--- config.mk ---
export PLATFORM = sky130hd
export DESIGN_NAME = swb_master
export DESIGN_NICKNAME = d
export VERILOG_FILES = /design/src/rtl/swb_pkg.sv /design/src/rtl/swb_prescaler.sv /design/src/rtl/swb_line_sync.sv /design/src/rtl/swb_slot_engine.sv /design/src/rtl/swb_master.sv
export SDC_FILE = /design/constraint.sdc
export NUM_CORES = 1
export LEC_CHECK = 0
export ABC_AREA = 1
export CORE_MARGIN = 2
export CORE_UTILIZATION = 54
export CTS_CLUSTER_SIZE = 25
export DETAILED_ROUTE_END_ITERATION = 8
export DONT_BUFFER_PORTS = 1
export GPL_TIMING_DRIVEN = 0
export HOLD_SLACK_MARGIN = 0.15
export PLACE_DENSITY_LB_ADDON = 0.3
export SYNTH_ARGS = -nofsm -noshare
export SYNTH_HDL_FRONTEND = slang
export SYNTH_SLANG_ARGS = --single-unit
export TNS_END_PERCENT = 30
--- constraint.sdc ---
create_clock -name clk -period 4.7 [get_ports clk]
set_clock_uncertainty 0.1 [all_clocks]
set_input_delay 0.47 -clock clk [delete_from_list [all_inputs] [get_ports clk]]
set_output_delay 0.47 -clock clk [all_outputs]
set_load 0.02 [all_outputs]
--- src/rtl/swb_pkg.sv ---
package swb_pkg;

   // Slot kinds as they appear on the cmd port
   typedef enum logic [1:0] {
      CMD_RESET = 2'd0,
      CMD_WR0   = 2'd1,
      CMD_WR1   = 2'd2,
      CMD_READ  = 2'd3
   } swb_cmd_t;

   typedef enum logic [1:0] {
      ST_IDLE  = 2'd0,
      ST_SLOT  = 2'd1,
      ST_RECOV = 2'd2
   } swb_state_t;

   // Timing in microseconds, standard / overdrive
   localparam int RST_LOW_STD  = 480;
   localparam int RST_LOW_OD   = 70;
   localparam int RST_SAMP_STD = 70;   // after release
   localparam int RST_SAMP_OD  = 9;    // 8.5 rounded up
   localparam int RST_WAIT_STD = 410;  // after release
   localparam int RST_WAIT_OD  = 40;
   localparam int W0_LOW_STD   = 60;
   localparam int W0_LOW_OD    = 8;
   localparam int W1_LOW_STD   = 6;
   localparam int W1_LOW_OD    = 1;
   localparam int RD_LOW_STD   = 6;
   localparam int RD_LOW_OD    = 1;
   localparam int RD_SAMP_STD  = 15;
   localparam int RD_SAMP_OD   = 2;
   localparam int SLOT_STD     = 70;
   localparam int SLOT_OD      = 10;
   localparam int REC_STD      = 5;
   localparam int REC_OD       = 2;

   localparam int US_MAX = RST_LOW_STD + RST_WAIT_STD;
   localparam int US_W   = $clog2(US_MAX + 1);

   typedef logic [US_W-1:0] us_t;

   typedef struct packed {
      us_t low_us;   // end of master low, from slot start
      us_t samp_us;  // sample point, from slot start (0: none)
      us_t end_us;   // slot end, from slot start
      us_t rec_us;   // recovery length
   } swb_timing_t;

   function automatic swb_timing_t swb_timing(input swb_cmd_t c, input logic od);
      swb_timing_t t;
      t.rec_us = od ? us_t'(REC_OD) : us_t'(REC_STD);
      unique case (c)
         CMD_RESET: begin
            t.low_us  = od ? us_t'(RST_LOW_OD) : us_t'(RST_LOW_STD);
            t.samp_us = od ? us_t'(RST_LOW_OD + RST_SAMP_OD) : us_t'(RST_LOW_STD + RST_SAMP_STD);
            t.end_us  = od ? us_t'(RST_LOW_OD + RST_WAIT_OD) : us_t'(RST_LOW_STD + RST_WAIT_STD);
         end
         CMD_WR0: begin
            t.low_us  = od ? us_t'(W0_LOW_OD) : us_t'(W0_LOW_STD);
            t.samp_us = '0;
            t.end_us  = od ? us_t'(SLOT_OD) : us_t'(SLOT_STD);
         end
         CMD_WR1: begin
            t.low_us  = od ? us_t'(W1_LOW_OD) : us_t'(W1_LOW_STD);
            t.samp_us = '0;
            t.end_us  = od ? us_t'(SLOT_OD) : us_t'(SLOT_STD);
         end
         default: begin
            t.low_us  = od ? us_t'(RD_LOW_OD) : us_t'(RD_LOW_STD);
            t.samp_us = od ? us_t'(RD_SAMP_OD) : us_t'(RD_SAMP_STD);
            t.end_us  = od ? us_t'(SLOT_OD) : us_t'(SLOT_STD);
         end
      endcase
      return t;
   endfunction

endpackage

--- src/rtl/swb_prescaler.sv ---
module swb_prescaler #(
   parameter int DIV = 100
) (
   input  logic clk,
   input  logic rst_n,
   input  logic restart,
   output logic tick
);

   generate
      if (DIV == 1) begin : g_direct
         // Every clock is one microsecond
         assign tick = 1'b1;
         wire unused_pins = &{1'b0, clk, rst_n, restart};
      end else begin : g_count
         localparam int CW = $clog2(DIV);
         localparam logic [CW-1:0] LAST = CW'(DIV - 1);
         logic [CW-1:0] cnt_q;

         always_ff @(posedge clk or negedge rst_n) begin
            if (!rst_n) begin
               cnt_q <= '0;
            end else if (restart || cnt_q == LAST) begin
               cnt_q <= '0;
            end else begin
               cnt_q <= cnt_q + 1'b1;
            end
         end

         assign tick = (cnt_q == LAST);
      end
   endgenerate

endmodule

--- src/rtl/swb_line_sync.sv ---
module swb_line_sync #(
   parameter int   STAGES   = 2,
   parameter logic IDLE_LVL = 1'b1
) (
   input  logic clk,
   input  logic rst_n,
   input  logic d,
   output logic q
);

   logic [STAGES-1:0] sr_q;

   generate
      for (genvar s = 0; s < STAGES; s++) begin : g_stage
         always_ff @(posedge clk or negedge rst_n) begin
            if (!rst_n) begin
               sr_q[s] <= IDLE_LVL;
            end else begin
               sr_q[s] <= (s == 0) ? d : sr_q[(s == 0) ? 0 : s - 1];
            end
         end
      end
   endgenerate

   assign q = sr_q[STAGES-1];

endmodule

--- src/rtl/swb_slot_engine.sv ---
module swb_slot_engine
   import swb_pkg::*;
(
   input  logic       clk,
   input  logic       rst_n,
   input  logic       tick,
   input  logic       line_hi,
   input  logic       start,
   input  logic [1:0] cmd,
   input  logic       speed_od,
   output logic       restart,
   output logic       busy,
   output logic       done,
   output logic       rd_bit,
   output logic       presence,
   output logic       pull_low
);

   swb_state_t  state_q;
   swb_cmd_t    cmd_q;
   logic        od_q;
   us_t         us_q;
   us_t         us_nxt;
   swb_timing_t tim;
   logic        done_q, rd_q, pres_q, pull_q;

   assign tim    = swb_timing(cmd_q, od_q);
   assign us_nxt = us_q + 1'b1;

   // Prescaler realigns on accept and while recovery sees a low line
   assign restart = (state_q == ST_IDLE  && start) ||
                    (state_q == ST_RECOV && !line_hi);

   always_ff @(posedge clk or negedge rst_n) begin
      if (!rst_n) begin
         state_q <= ST_IDLE;
         cmd_q   <= CMD_RESET;
         od_q    <= 1'b0;
         us_q    <= '0;
         done_q  <= 1'b0;
         rd_q    <= 1'b0;
         pres_q  <= 1'b0;
         pull_q  <= 1'b0;
      end else begin
         done_q <= 1'b0;
         unique case (state_q)
            ST_IDLE: begin
               if (start) begin
                  state_q <= ST_SLOT;
                  cmd_q   <= swb_cmd_t'(cmd);
                  od_q    <= speed_od;
                  us_q    <= '0;
                  pull_q  <= 1'b1;
               end
            end
            ST_SLOT: begin
               if (tick) begin
                  if (us_nxt == tim.low_us) begin
                     pull_q <= 1'b0;
                  end
                  if (us_nxt == tim.samp_us) begin
                     if (cmd_q == CMD_READ) begin
                        rd_q <= line_hi;
                     end
                     if (cmd_q == CMD_RESET) begin
                        pres_q <= ~line_hi;
                     end
                  end
                  if (us_nxt == tim.end_us) begin
                     state_q <= ST_RECOV;
                     us_q    <= '0;
                  end else begin
                     us_q <= us_nxt;
                  end
               end
            end
            ST_RECOV: begin
               if (!line_hi) begin
                  us_q <= '0;
               end else if (tick) begin
                  if (us_nxt == tim.rec_us) begin
                     state_q <= ST_IDLE;
                     done_q  <= 1'b1;
                     us_q    <= '0;
                  end else begin
                     us_q <= us_nxt;
                  end
               end
            end
            default: state_q <= ST_IDLE;
         endcase
      end
   end

   assign busy     = (state_q != ST_IDLE);
   assign done     = done_q;
   assign rd_bit   = rd_q;
   assign presence = pres_q;
   assign pull_low = pull_q;

endmodule

--- src/rtl/swb_master.sv ---
module swb_master #(
   parameter int CLK_HZ      = 100_000_000,
   parameter int SYNC_STAGES = 2
) (
   input  logic       clk,
   input  logic       rst_n,
   input  logic       speed_od,
   input  logic [1:0] cmd,
   input  logic       start,
   output logic       busy,
   output logic       done,
   output logic       rd_bit,
   output logic       presence,
   output logic       bus_pull_low,
   input  logic       bus_line
);

   localparam int TICKS_PER_US = CLK_HZ / 1_000_000;

   generate
      if (CLK_HZ < 1_000_000 || (CLK_HZ % 1_000_000) != 0) begin : g_bad_clk
         $error("swb_master: CLK_HZ must be a whole multiple of 1 MHz");
      end
      if (SYNC_STAGES < 2) begin : g_bad_sync
         $error("swb_master: SYNC_STAGES must be at least 2");
      end
   endgenerate

   logic tick, restart, line_hi;

   swb_prescaler #(
      .DIV (TICKS_PER_US)
   ) u_presc (
      .clk     (clk),
      .rst_n   (rst_n),
      .restart (restart),
      .tick    (tick)
   );

   swb_line_sync #(
      .STAGES   (SYNC_STAGES),
      .IDLE_LVL (1'b1)
   ) u_sync (
      .clk   (clk),
      .rst_n (rst_n),
      .d     (bus_line),
      .q     (line_hi)
   );

   swb_slot_engine u_eng (
      .clk      (clk),
      .rst_n    (rst_n),
      .tick     (tick),
      .line_hi  (line_hi),
      .start    (start),
      .cmd      (cmd),
      .speed_od (speed_od),
      .restart  (restart),
      .busy     (busy),
      .done     (done),
      .rd_bit   (rd_bit),
      .presence (presence),
      .pull_low (bus_pull_low)
   );

endmodule

==> out/summary.txt, run 1 <==
================================================================================
Die extent in y                                                         68.13 um
Switching power                                                      0.0005690 W
Vias per inst                                                              5.111
Critical R2R Capture                                                u_eng.presence
MaxCap Viol Count                                                              0
Total CTS buffers                                                              3
Total routing usage reported by global routing                            23.41%
Worst hold start                                                          cmd[0]
Multi-input combinational cell area                                    1353 um^2
Number of antenna violations at the first check in global routing              0
Total number of vias                                                        1988
Number of library cell types mapped by synthesis                              29
H-tree depth                                                                   1
Worst EP arrival                                                         2370 ps
DP HPWL                                                                 3.787 mm
Final antenna-violating net count                                              0
Number of DRC markers after the initial detailed-route iteration             114
Count of cells along the worst hold path                                       2
Transition time at the pin with the least slew margin                   364.7 ps
Cell-internal power                                                  0.0005845 W
Pwr dens                                                            485.0 nW/um^2
Syn Nets                                                                     351
Clock tree from TritonCTS                                                  built
Root buf cell                                                           clkbuf_8
Worst hold-check path type                                          primary input to flop
Critical R2R Launch                                                 u_eng.cmd_q[1]
Clock period minus worst slack                                           2298 ps
Area taken by flip-flops and latches                                  703.2 um^2
Critical-path cell with the highest stage delay                          dfrtp_1
Number of cells traversed by the worst register-to-register path              15
Clock Tree Buf Depth                                                           2
Maximum number of pins on one net before global-route repair                  29
RSZ-0062 raised after global routing                                          no
Post-layout instance count excluding filler cells                            389
Ant diodes                                                                     0
Number of warnings issued by yosys                                             0
Setup CP Type                                                       flop to flop
Number of fillers in the final layout                                        401
Fraction of layout instances using a drive strength above 1               11.80%
Element type at the critical path start                                     flop
Critical-path maximum fanout                                                   7
Part of the power in combinational logic                                   56.8%
Required arrival time at the worst endpoint                              4770 ps
Synth Instances                                                              332
Residual DRC                                                                   0
Core Rows                                                                     23
Endpoint with the worst hold slack                                  u_eng.cmd_q[0]
Vias in the first global route                                              1871
Detailed Routing Iterations Pass 1                                             4
Avg WL per Cell                                                         12.21 um
Placer's final routability congestion estimate                            0.8670
Netlist area before placement                                          2221 um^2
Total wirelength of the detailed-routed design                          4.748 mm
Fraction of met1 tracks used by global routing                            31.10%
Number of setup buffers added after CTS                                        0
Number of nets in the finished design                                        359
Most used cell, CP                                                       nand2_1
Final setup vio count                                                          0
Sw frac                                                                   49.33%
Wire length of the first global-routing pass                            8.217 mm
Growth of design area from synthesis to finish                            7.099%
Setup TNS after final layout                                                0 ps
Share of synthesized area occupied by flip-flops and latches              31.66%
Leakage power summed over all cells                                     1.256 nW
Result of the run                                                      completed
Overall power consumption                                             0.001154 W
Clock-pin slew on the worst setup and hold paths                           90 ps
Starting density of the core                                              55.92%
Skew-Pair Late Insertion Delay                                            270 ps
Max-slew violations                                                            0
Number of placed I/O pins                                                     12
Fin. Hold Viols                                                                0
Resized Gates After CTS                                                        0
Met2 routing resource usage after global routing                          40.29%
Met3 Use GR                                                               2.961%
Clock share of power                                                       12.8%
Leading cell type in the layout, fill and taps excluded                  nand2_1
Kind of end point of the critical path                                      flop
Worst-case vdd ir drop                                               0.0003003 V
DIE AREA                                                               4642 um^2
Synthesized area per cell                                             6.689 um^2
Sequential share of power                                                  30.4%
Worst-case register-to-register setup slack                              2400 ps
Worst slew margin                                                         75.43%
Peak clock frequency supported by timing                               435.2 MHz
Sink Count                                                                    28
Core footprint                                                         3971 um^2
Most frequent cells in the layout                                   nand2_1 (118), inv_1 (39), nor2_1 (34)
Synth Register Bits                                                           28
Crit-path cells                                                     inv_1, ha_1, nand2_1, nand2_1, nand2_1, inv_1, nand2_1, nand2_1, nand2_1, nor2_1, nand3_1, nor2_2, nand3_1, nand2_1, nand2_1
Post-placement cell count                                                    382
Most heavily used metal layer in global routing                             met2
Overflow left after global routing                                             0
Peak per-stage delay on the critical path                                 440 ps
Port Buffers                                                                   0
Width of the die                                                        68.13 um
Share of the clock period used by the worst path after layout             48.89%
================================================================================
## flip-flops by register name, summed over array words and instances, names as in the netlist
signal and cells:
u_eng.rd_bit 1, u_eng.presence 1, u_eng.state_q 2, u_presc.g_count.cnt_q 7
u_eng.us_q 10, u_eng.od_q 1, u_eng.cmd_q 2, u_sync.sr_q 1
u_sync.q 1, u_eng.done 1, u_eng.pull_low 1
## worst max-delay path, delay by kind of cell, from the launching register on
family                   cells  cell delay (ps)
AND/OR/NAND/NOR             12             1110
flip-flops                   1              440
adder cells (fa/ha/maj)      1              270
buffers and inverters        2              280
## power groups by stage
stage / clock, W / sequential (W) / combinational [W]
after floorplan: 0 / 0.000340 / 0.000523
after global placement: 0 / 0.000353 / 0.000631
after detailed placement: 0 / 0.000355 / 0.000641
after CTS: 0.000154 / 0.000349 / 0.000655
after global routing: 0.000163 / 0.000358 / 0.000757
final: 0.000147 / 0.000351 / 0.000656
## through the flow
step	utilization (%)	setup WS [ps]	hold WS [ps]	instance area (um^2)
floorplan	-	2774	74.41	2221
global placement	57.50	2462	75.10	2283
detailed placement	57.50	2440	75.14	2283
CTS	59.89	2420	209.3	2379
global route	59.89	2118	208.6	2379
finish	59.89	2402	215.9	2379
## cell usage after synthesis
master    count  area [um^2]
o21bai_2      1        11.26
clkinv_1      1        3.750
dfstp_2       2        52.55
o211ai_1      2        15.01
nand2_2      10        62.56
xnor2_1       2        17.52
nand4_1       6        37.54
a21oi_1       3        15.01
o21ai_2       1        8.760
nand3_2       4        40.04
nand3b_1      2        15.01
inv_1        39        146.4
and3_1        2        12.51
inv_2         4        15.01
a21oi_4       1        16.27
nor2_2        4        25.02
dfrtp_1      26        650.6
o21ai_0      11        55.05
nor2_1       34        127.6
nor3_2        2        20.02
nand2_4       3        33.78
ha_1         12        150.1
nor3b_1       2        15.01
nor3_1        5        25.02
nand3_1      31        155.2
xor2_1        1        8.760
nand3b_4      1        20.02
nand2_1     118        442.9
nor2_4        2        22.52
## worst max-delay path by stage
stage | start | end | slack (ps)
6_report | u_eng.cmd_q[1] | u_eng.presence | 2400
3_3_place_gp | u_eng.us_q[0] | u_eng.us_q[5] | 2460
2_1_floorplan | u_eng.us_q[0] | u_eng.state_q[1] | 2770
5_1_grt | u_eng.cmd_q[1] | u_eng.presence | 2120
3_5_place_dp | u_eng.cmd_q[1] | u_eng.presence | 2440
4_1_cts | u_eng.cmd_q[1] | u_eng.presence | 2420
## cell type report
cell class	count	area share, %
timing repair buffer	3	1.683
clock buffer	4	2.315
inverter	44	6.944
sequential	28	29.56
tap	50	2.630
multi-input combinational	260	56.86
## cells by family after synthesis
family | Yosys count | share of synthesized area [%]
AO/OA/AOI/OAI | 19 | 5.465
XOR/XNOR | 3 | 1.183
adder cells (fa/ha/maj) | 12 | 6.760
buffers and inverters | 44 | 7.436
flip-flops | 28 | 31.66
AND/OR/NAND/NOR | 226 | 47.49
## metal layers
metal	up-vias	routed length [um]
met3	5	178
li1	1066	-
met1	881	2294
met2	36	2225
met5	-	0
met4	0	49
## what timing repair did
action                                 4_1_cts  5_1_grt
endpoints found under the hold margin       29        0
setup endpoints to repair                    0        0
hold buffers                                 3        0
Power figures use the tool's default switching activity.
==> run 2: changes to the inputs <==
==> constraint.sdc (replaced) <==
create_clock -name clk -period 2.4 [get_ports clk]
set_clock_uncertainty 0.1 [all_clocks]
set_input_delay 0.24 -clock clk [delete_from_list [all_inputs] [get_ports clk]]
set_output_delay 0.24 -clock clk [all_outputs]
set_load 0.02 [all_outputs]
==> run 2 against run 1 <==
  * Sequential share of layout area is 0.54 points lower
  * Global-route usage is 0.28 points higher
  * Total power up 100%
  * Sequential power rose by 97%
  * Maximum frequency rose by 6.6%
  * Via count grew 1.5%
  * First-iteration DRC count up 3.5%
  * Critical endpoint unchanged
==> out/summary.txt, run 2 (synthesis results as in run 1) <==
================================================================================
Result of the run                                                      completed
Critical R2R Capture                                                u_eng.presence
Transition time at the pin with the least slew margin                   366.0 ps   +1.343 ps
Element type at the critical path start                                     flop
Vias per inst                                                              5.148   +0.73%
Clock-pin slew on the worst setup and hold paths                           90 ps   about the same
Total number of vias                                                        2018   +1.5%
Post-layout instance count excluding filler cells                            392   +0.77%
RSZ-0062 raised after global routing                                          no
Clock period minus worst slack                                           2156 ps   -142.0 ps
Critical R2R Launch                                                 u_eng.us_q[0]
Ant diodes                                                                     0   unchanged
Total routing usage reported by global routing                            23.69%   +0.28 points
Maximum number of pins on one net before global-route repair                  29   unchanged
Final core occ                                                            61.22%   +1.3 points
Most frequent cells in the layout                                   nand2_1 (117), inv_1 (37), nor2_1 (33)
Kind of end point of the critical path                                      flop
Number of antenna violations at the first check in global routing              0   unchanged
Number of DRC markers after the initial detailed-route iteration             118   +3.5%
Worst EP arrival                                                         2230 ps   -140 ps
DIE AREA                                                               4642 um^2   unchanged
Worst-case register-to-register setup slack                               240 ps   -2160 ps
Setup CP Type                                                       flop to flop
Number of setup buffers added after CTS                                        0   unchanged
Detailed Routing Iterations Pass 1                                             4   unchanged
Starting density of the core                                              55.92%   unchanged
Top Registers                                                       u_eng.us_q (10), u_presc.g_count.cnt_q (7)
Growth of design area from synthesis to finish                            9.465%
Clock tree from TritonCTS                                                  built
Worst hold start                                                           start
Required arrival time at the worst endpoint                              2470 ps   -2300 ps
Share of the clock period used by the worst path after layout             89.82%   +41 points
Port Buffers                                                                   0   unchanged
Critical-path maximum fanout                                                   9   +2
Core Rows                                                                     23   unchanged
Fraction of layout instances using a drive strength above 1               14.04%   +2.2 points
Hold slack                                                              233.1 ps   +17.27 ps
Number of nets in the finished design                                        362   +0.84%
Vias in the first global route                                              1880   +0.48%
Placer's final routability congestion estimate                            0.8670   unchanged
Skew-Pair Late Insertion Delay                                            270 ps   about the same
Wire length of the first global-routing pass                            8.300 mm   +1.0%
Setup TNS after final layout                                                0 ps   unchanged
Clock Tree Buf Depth                                                           2   unchanged
Peak clock frequency supported by timing                               463.9 MHz   +6.6%
Count of cells along the worst hold path                                       4   +2
Root buf cell                                                           clkbuf_8
Core footprint                                                         3971 um^2   unchanged
Largest register FFs                                                          10   unchanged
Area of all placed cells without fillers                               2431 um^2   +2.2%
Post-placement cell count                                                    382   unchanged
Pwr dens                                                            953.4 nW/um^2   +97%
Sink Count                                                                    28   unchanged
Residual DRC                                                                   0   unchanged
Fin. Hold Viols                                                                0   unchanged
Worst slew margin                                                         75.34%   -0.090 points
Max-slew violations                                                            0   unchanged
Overflow left after global routing                                             0   unchanged
Worst hold-check path type                                          primary input to flop
Final antenna-violating net count                                              0   unchanged
Number of placed I/O pins                                                     12   unchanged
Number of cells traversed by the worst register-to-register path              12   -3
Worst-case vdd ir drop                                               0.0005916 V   +97%
Total wirelength of the detailed-routed design                          4.837 mm   +1.9%
Placement-stage cell area                                              2283 um^2   unchanged
Width of the die                                                        68.13 um   unchanged
Final setup vio count                                                          0   unchanged
Endpoint with the worst hold slack                                  u_eng.pull_low
Die extent in y                                                         68.13 um   unchanged
Avg WL per Cell                                                         12.34 um   +1.1%
Leading cell type in the layout, fill and taps excluded                  nand2_1
Register with the most flip-flops                                     u_eng.us_q
Leakage power summed over all cells                                     1.260 nW   +0.37%
H-tree depth                                                                   1   unchanged
Total CTS buffers                                                              3   unchanged
MaxCap Viol Count                                                              0   unchanged
DP HPWL                                                                 3.787 mm   unchanged
================================================================================
-- run 2: cell count changes in the layout (fill, tap and decap cells not counted), moves of 2 or more --
cell	previous run	this run
ha_1	12	10
inv_1	39	37
inv_2	4	6
dlygate4sd3_1	2	5
dfrtp_2	0	2
dfrtp_1	26	24
-- run 2: final cells by class --
cell class	count	area, um^2
timing repair buffer	6	70.07
fill	396	1540
inverter	44	165.2
tap	50	62.56
multi-input combinational	260	1373
sequential	28	705.7
clock buffer	4	55.05
-- run 2: worst max-delay path by stage --
stage	cells after the start	slack, ps	endpoint	from
CTS	15	120	u_eng.presence	u_eng.cmd_q[1]
global route	12	30	u_eng.presence	u_eng.us_q[0]
global placement	13	160	u_eng.us_q[5]	u_eng.us_q[0]
finish	12	240	u_eng.presence	u_eng.us_q[0]
floorplan	13	470	u_eng.state_q[1]	u_eng.us_q[0]
detailed placement	15	140	u_eng.presence	u_eng.cmd_q[1]
-- run 2: power by group --
group          switching (W)  total (W)  leakage [nW]  internal [W]
registers           0.000125   0.000693         0.364      0.000568
logic               0.000873    0.00133         0.868      0.000462
clock network       0.000143   0.000290        0.0288      0.000147
-- run 2: critical path: stages, from the launching register on --
cell     delay [ps]
dfrtp_2         490
ha_2            250
nand2_2         110
o21ai_2         220
nand2_2         140
nand2_1          90
nand2_1          40
nor2_1           80
nand3_1         130
nor2_2          190
nand3_1          90
nand2_1          60
nand2_1          50
-- run 2: layer usage --
| layer | wire length (um) | share of wire [%] | track usage, % |
|---|---|---|---|
| met1 | 2320 | 48 | 31.33 |
| met2 | 2301 | 48 | 41.02 |
| met3 | 156 | 3.2 | 2.961 |
| met4 | 58 | 1.2 | 5.750 |
| met5 | 0 | 0 | 0 |
-- run 2: what timing repair did --
| action | in CTS | in global routing |
|---|---|---|
| setup endpoints to repair | 0 | 14 |
| resized for setup | 0 | 9 |
| hold endpoints to repair | 32 | 0 |
| hold buffers | 6 | 0 |
-- run 2: metrics by stage --
step                worst slack, ps  total power (W)
detailed placement            139.8         0.001950
finish                        244.3         0.002318
global placement              162.3         0.001927
global route                  34.59         0.002555
floorplan                     474.3         0.001689
CTS                           120.3         0.002272
